==> config.mk <==
export PLATFORM = sky130hd
export DESIGN_NAME = opnd_addr_gen
export DESIGN_NICKNAME = d
export VERILOG_FILES = /design/src/rtl/opnd_pkg.sv /design/src/rtl/opnd_mode_dec.sv /design/src/rtl/opnd_ea_calc.sv /design/src/rtl/opnd_load_fmt.sv /design/src/rtl/opnd_addr_gen.sv
export SDC_FILE = /design/constraint.sdc
export NUM_CORES = 1
export LEC_CHECK = 0
export ABC_AREA = 1
export CORE_MARGIN = 2
export CORE_UTILIZATION = 47
export CTS_BUF_LIST = sky130_fd_sc_hd__clkbuf_2
export DETAILED_ROUTE_END_ITERATION = 12
export PLACE_DENSITY = 0.94
export SYNTH_ARGS = -nofsm -noshare
export SYNTH_HDL_FRONTEND = slang
export SYNTH_SLANG_ARGS = --single-unit
==> constraint.sdc <==
create_clock -name clk -period 3.2 [get_ports clk]
set_input_delay 0.64 -clock clk [delete_from_list [all_inputs] [get_ports clk]]
set_output_delay 0.64 -clock clk [all_outputs]
set_load 0.005 [all_outputs]
==> src/rtl/opnd_pkg.sv <==
package opnd_pkg;
  // mode codes seen on req_mode
  localparam logic [2:0] AM_REG = 3'd0;
  localparam logic [2:0] AM_IDX = 3'd1;
  localparam logic [2:0] AM_ABS = 3'd2;
  localparam logic [2:0] AM_IND = 3'd3;
  localparam logic [2:0] AM_INC = 3'd4;
  localparam logic [2:0] AM_IMM = 3'd5;

  typedef enum logic [1:0] {
    K_NONE = 2'd0,
    K_REG  = 2'd1,
    K_MEM  = 2'd2,
    K_IMM  = 2'd3
  } opnd_kind_e;
endpackage

==> src/rtl/opnd_mode_dec.sv <==
module opnd_mode_dec
  import opnd_pkg::*;
(
  input  logic [2:0]  mode,
  input  logic        is_dest,
  output opnd_kind_e  kind,
  output logic        illegal,
  output logic        use_base,
  output logic        add_ext,
  output logic        do_wb
);
  always_comb begin
    kind     = K_NONE;
    illegal  = 1'b0;
    use_base = 1'b0;
    add_ext  = 1'b0;
    do_wb    = 1'b0;
    case (mode)
      AM_REG: kind = K_REG;
      AM_IDX: begin
        kind     = K_MEM;
        use_base = 1'b1;
        add_ext  = 1'b1;
      end
      AM_ABS: kind = K_MEM;
      AM_IND: begin
        kind     = K_MEM;
        use_base = 1'b1;
      end
      AM_INC: begin
        kind     = K_MEM;
        use_base = 1'b1;
        do_wb    = 1'b1;
      end
      AM_IMM: kind = K_IMM;
      default: illegal = 1'b1;
    endcase
    // destination may not be a constant nor a pointer-only form
    if (is_dest && (mode == AM_IMM || mode == AM_IND || mode == AM_INC))
      illegal = 1'b1;
    if (illegal) begin
      kind  = K_NONE;
      do_wb = 1'b0;
    end
  end
endmodule

==> src/rtl/opnd_ea_calc.sv <==
module opnd_ea_calc #(
  parameter int DW = 16
) (
  input  logic [DW-1:0] reg_val,
  input  logic [DW-1:0] ext,
  input  logic          use_base,
  input  logic          add_ext,
  input  logic          is_byte,
  output logic [DW-1:0] ea,
  output logic [DW-1:0] wb_val,
  output logic          odd_word
);
  localparam int WORD_BYTES = DW / 8;
  localparam int LANE_W     = $clog2(WORD_BYTES);

  logic [DW-1:0] offs;
  logic [DW-1:0] step;

  always_comb begin
    offs     = add_ext ? ext : '0;
    ea       = use_base ? (reg_val + offs) : ext;
    step     = is_byte ? DW'(1) : DW'(WORD_BYTES);
    wb_val   = reg_val + step;
    odd_word = !is_byte && (ea[LANE_W-1:0] != '0);
  end
endmodule

==> src/rtl/opnd_load_fmt.sv <==
module opnd_load_fmt #(
  parameter int DW = 16
) (
  input  logic [DW-1:0]              word_in,
  input  logic                       is_byte,
  input  logic [$clog2(DW/8)-1:0]    lane,
  output logic [DW-1:0]              word_out
);
  localparam int LANES  = DW / 8;
  localparam int LANE_W = $clog2(LANES);

  always_comb begin
    word_out = '0;
    if (!is_byte) begin
      word_out = word_in;
    end else begin
      for (int i = 0; i < LANES; i++) begin
        if (lane == LANE_W'(i)) word_out[7:0] = word_in[8*i +: 8];
      end
    end
  end
endmodule

==> src/rtl/opnd_addr_gen.sv <==
module opnd_addr_gen
  import opnd_pkg::*;
#(
  parameter int DW = 16,
  parameter int RW = 4
) (
  input  logic          clk,
  input  logic          rst,
  input  logic          req_valid,
  input  logic [2:0]    req_mode,
  input  logic [RW-1:0] req_reg,
  input  logic [DW-1:0] req_reg_val,
  input  logic [DW-1:0] req_ext,
  input  logic          req_byte,
  input  logic          req_dest,
  output logic          out_valid,
  output logic [1:0]    out_kind,
  output logic [RW-1:0] out_reg,
  output logic [DW-1:0] out_addr,
  output logic          out_rd,
  output logic [DW-1:0] out_imm,
  output logic          out_wb,
  output logic [RW-1:0] out_wb_reg,
  output logic [DW-1:0] out_wb_val,
  output logic          out_illegal,
  output logic          out_misalign,
  input  logic          rd_valid,
  input  logic [DW-1:0] rd_word,
  output logic          fmt_valid,
  output logic [DW-1:0] fmt_data
);
  localparam int LANE_W = $clog2(DW / 8);

  opnd_kind_e    dec_kind;
  logic          dec_illegal, dec_base, dec_add, dec_wb;
  logic [DW-1:0] ea, wb_sum, fmt_comb;
  logic          odd_word;
  logic [LANE_W-1:0] last_lane;
  logic          last_byte;

  opnd_mode_dec dec_i (
    .mode     (req_mode),
    .is_dest  (req_dest),
    .kind     (dec_kind),
    .illegal  (dec_illegal),
    .use_base (dec_base),
    .add_ext  (dec_add),
    .do_wb    (dec_wb)
  );

  opnd_ea_calc #(.DW(DW)) ea_i (
    .reg_val  (req_reg_val),
    .ext      (req_ext),
    .use_base (dec_base),
    .add_ext  (dec_add),
    .is_byte  (req_byte),
    .ea       (ea),
    .wb_val   (wb_sum),
    .odd_word (odd_word)
  );

  opnd_load_fmt #(.DW(DW)) fmt_i (
    .word_in  (rd_word),
    .is_byte  (last_byte),
    .lane     (last_lane),
    .word_out (fmt_comb)
  );

  always_ff @(posedge clk) begin
    if (rst) begin
      out_valid    <= 1'b0;
      out_kind     <= K_NONE;
      out_reg      <= '0;
      out_addr     <= '0;
      out_rd       <= 1'b0;
      out_imm      <= '0;
      out_wb       <= 1'b0;
      out_wb_reg   <= '0;
      out_wb_val   <= '0;
      out_illegal  <= 1'b0;
      out_misalign <= 1'b0;
      last_lane    <= '0;
      last_byte    <= 1'b0;
    end else begin
      out_valid    <= req_valid;
      out_kind     <= K_NONE;
      out_reg      <= '0;
      out_addr     <= '0;
      out_rd       <= 1'b0;
      out_imm      <= '0;
      out_wb       <= 1'b0;
      out_wb_reg   <= '0;
      out_wb_val   <= '0;
      out_illegal  <= 1'b0;
      out_misalign <= 1'b0;
      if (req_valid) begin
        out_kind    <= dec_kind;
        out_illegal <= dec_illegal;
        case (dec_kind)
          K_REG: out_reg <= req_reg;
          K_MEM: begin
            out_addr     <= ea;
            out_rd       <= 1'b1;
            out_misalign <= odd_word;
            last_lane    <= ea[LANE_W-1:0];
            last_byte    <= req_byte;
            if (dec_wb) begin
              out_wb     <= 1'b1;
              out_wb_reg <= req_reg;
              out_wb_val <= wb_sum;
            end
          end
          K_IMM: out_imm <= req_ext;
          default: ;
        endcase
      end
    end
  end

  always_ff @(posedge clk) begin
    if (rst) begin
      fmt_valid <= 1'b0;
      fmt_data  <= '0;
    end else begin
      fmt_valid <= rd_valid;
      fmt_data  <= rd_valid ? fmt_comb : '0;
    end
  end
endmodule

==> impl_metrics.json <==
{
  "yosysMostFrequentCell": "nand2_1",
  "grt_use_total_pct": 24.3,
  "cp_max_fo": 16,
  "viasPerCell": 4.91,
  "finalSetupViolCount": 0,
  "leakagePower_nw": 2.75,
  "post-cts-setup-buffer-count": 0,
  "yosys_warnings": 0,
  "path_class": "input pin to flip-flop",
  "initial_core_util_pct": 48.5,
  "dp_hpwl_mm": 8.99,
  "syn_inst": 554,
  "clock_latency_ps": 530,
  "grt_max_degree": 17,
  "cts_tree": "yes",
  "clkSinkCount": 82,
  "pwr_density_cell_nw_per_um2": 354,
  "io_buffers": 140,
  "p_sw_share_pct": 29.5,
  "clock.fmax_mhz": 397,
  "cp-start-kind": "input pin",
  "antenna_found_initial": 0,
  "cts_max_path_buffers": 2,
  "core-area_um2": 8220,
  "finalCriticalPeriod_ps": 2520,
  "r2r_cells": 4,
  "min_path_type": "flip-flop to flip-flop",
  "synth_async_sr_flop_share_pct": 0,
  "ios": 141,
  "cts_repair_resize_count": 0,
  "fin_crit_sh_pct": 78.6,
  "utilization_pct": 68.3,
  "endpoint_kind": "flip-flop",
  "numCtsBuffers": 9,
  "slew_headroom_pct": 63.2,
  "crit_required_ps": 3670,
  "grtUsageMet1_pct": 25.3,
  "synth.ff_latch_count": 82,
  "finalHoldViolCount": 0,
  "synthDistinctLibCells": 36,
  "tightest_slew_ps": 550,
  "rsz0062_at_grt": "false",
  "arrival_ps": 2980,
  "ys_top_cells_by_count": "nand2_1, inv_1, dfxtp_1",
  "grt.overflow.total": 0,
  "status": "finished, final reports clean",
  "die_height_um": 96.1,
  "gr-max-usage-layer": "met2",
  "routed-via-count": 3971,
  "clockRootBuffer": "clkbuf_2",
  "grt_pass1_wl_mm": 17.2,
  "routedWlPerCell_um": 13.8,
  "grt_pass1_vias": 3831,
  "area_delta_synth_final_pct": 40.6,
  "r2r_slack_ps": 2050,
  "htreeDepth": 3,
  "synth.cell_area_um2": 3990,
  "synth_flop_cell": "dfxtp_1",
  "maxCapViolCount": 0,
  "wirelength_mm": 11.2,
  "r2r-end": "fmt_data[4]$_SDFF_PP0_",
  "hp-start": "last_byte$_SDFFE_PP0P_",
  "peakVddDrop_mv": 0.256,
  "p_switching_mw": 0.585,
  "hold_end": "last_byte$_SDFFE_PP0P_",
  "fin_skew_ps": 6.08,
  "drt_iter0_drc": 162,
  "ys_seq_area_share_pct": 41.2,
  "dieArea_um2": 9240,
  "n_antenna_cell": 0,
  "synth_area_leaders": "dfxtp_1, nand2_1, inv_1",
  "cts-hold-fix-buffers": 0,
  "use_met3_pct": 5.79,
  "rows": 33,
  "regToRegStartpoint": "last_byte$_SDFFE_PP0P_",
  "finalPower_mw": 1.98,
  "synth_edf_count": 0,
  "timing.final.max_slew_violations": 0,
  "first_pass_iters": 4,
  "synth_nets": 634,
  "clk_pin_slew_ps": 230,
  "ant_nets": 0,
  "fillers": 696,
  "finalSetupTns_ps": 0,
  "gp_congestion": 0.897,
  "drc": 0,
  "synth_top_area_share_pct": 41.2,
  "holdPathStages": 2,
  "pwr-share-comb_pct": 17.9,
  "drive_above_1_share_pct": 7.81,
  "grt_use_met2_pct": 46.2,
  "nNetsFinal": 779,
  "synth.largest_area_cell": "dfxtp_1",
  "die_w_um": 96.1,
  "power_frac_clock_pct": 29.1,
  "power_frac_seq_pct": 53.1,
  "syn_area_per_cell_um2": 7.20,
  "p_int_mw": 1.40
}
==> power by group through the flow <==
stage	clock network (mW)	logic (mW)	registers (mW)
2_1_floorplan	0	0.171	1.07
3_3_place_gp	0	0.342	1.07
3_5_place_dp	0	0.351	1.07
4_1_cts	0.587	0.353	1.05
5_1_grt	0.632	0.389	1.06
6_report	0.577	0.354	1.05
==> through the flow <==
step | setup slack (ps) | hold slack [ps] | cell area (µm²) | std cells
2_1_floorplan | 607 | 444 | 3990 | 554
3_3_place_gp | 243 | 455 | 5490 | 793
3_5_place_dp | 182 | 484 | 5490 | 793
4_1_cts | 788 | 509 | 5610 | 809
5_1_grt | 560 | 556 | 5610 | 809
6_report | 684 | 510 | 5610 | 809
==> logic make-up (layout without fill, tap and decap cells) <==
kind of cell | after synthesis | after routing | share of synthesized area, %
flops | 82 | 82 | 41.2
simple gates | 274 | 274 | 31.9
xor+xnor | 6 | 6 | 1.32
buf+inv | 121 | 271 | 12.5
compound gates | 52 | 52 | 6.81
fa+ha+maj | 19 | 19 | 6.34
==> area by class of cell <==
cell class / count / area (µm²) / share of cell area, %
repair buffers: 144 / 1440 / 25.7
clock buffers: 9 / 45.0 / 0.803
inverters: 111 / 424 / 7.56
multi-input cells: 351 / 1850 / 32.9
clock inverters: 7 / 75.1 / 1.34
flip-flops and latches: 82 / 1640 / 29.3
well taps: 105 / 131 / 2.34
==> metal layers <==
layer | wire length, µm | share of wire (%) | up-vias
li1 | - | - | 1979
met1 | 4330 | 39 | 1801
met2 | 5620 | 50 | 167
met3 | 975 | 8.7 | 24
met4 | 265 | 2.4 | 0
met5 | 0 | 0 | -
==> worst max-delay path, cell delays in order <==
cell	delay [ps]
clkdlybuf4s50_1	530
inv_1	80
nor2_2	100
nand2_1	100
buf_12	160
nor2_1	100
ha_1	310
nand2_1	160
inv_1	70
nand2_1	60
nand2_1	60
a21oi_1	220
nand2_1	110
nand2_1	70
nand3_1	70
nand2_1	80
inv_1	40
==> cell usage in the layout (no fill, tap or decap), types with 2 or more instances in the layout <==
cell / n
clkdlybuf4s50_1: 140
nand2_1: 122
inv_1: 104
dfxtp_1: 82
nor2_1: 76
nand3_1: 31
a21oi_1: 27
o21ai_0: 18
ha_1: 17
nor2_4: 12
clkbuf_2: 9
nor2_2: 7
nor3_1: 7
nand4_1: 6
inv_2: 4
or2_2: 4
inv_6: 4
xnor2_1: 4
o21ai_1: 3
o211ai_1: 3
buf_4: 3
nand3b_1: 2
nand2_4: 2
xor2_1: 2
clkinv_1: 2
fa_1: 2
clkinvlp_4: 2
==> worst max-delay path by stage <==
stage	slack (ps)	from	depth (start not counted)	end
floorplan	610	req_mode[0]	16	out_addr[8]$_SDFF_PP0_
global placement	240	req_mode[0]	17	out_addr[12]$_SDFF_PP0_
detailed placement	180	req_mode[0]	17	out_addr[12]$_SDFF_PP0_
CTS	790	req_mode[0]	17	out_addr[15]$_SDFF_PP0_
global route	560	req_mode[0]	17	out_addr[15]$_SDFF_PP0_
finish	680	req_mode[0]	17	out_addr[15]$_SDFF_PP0_
No activity file was read; power rests on OpenSTA's default activity.
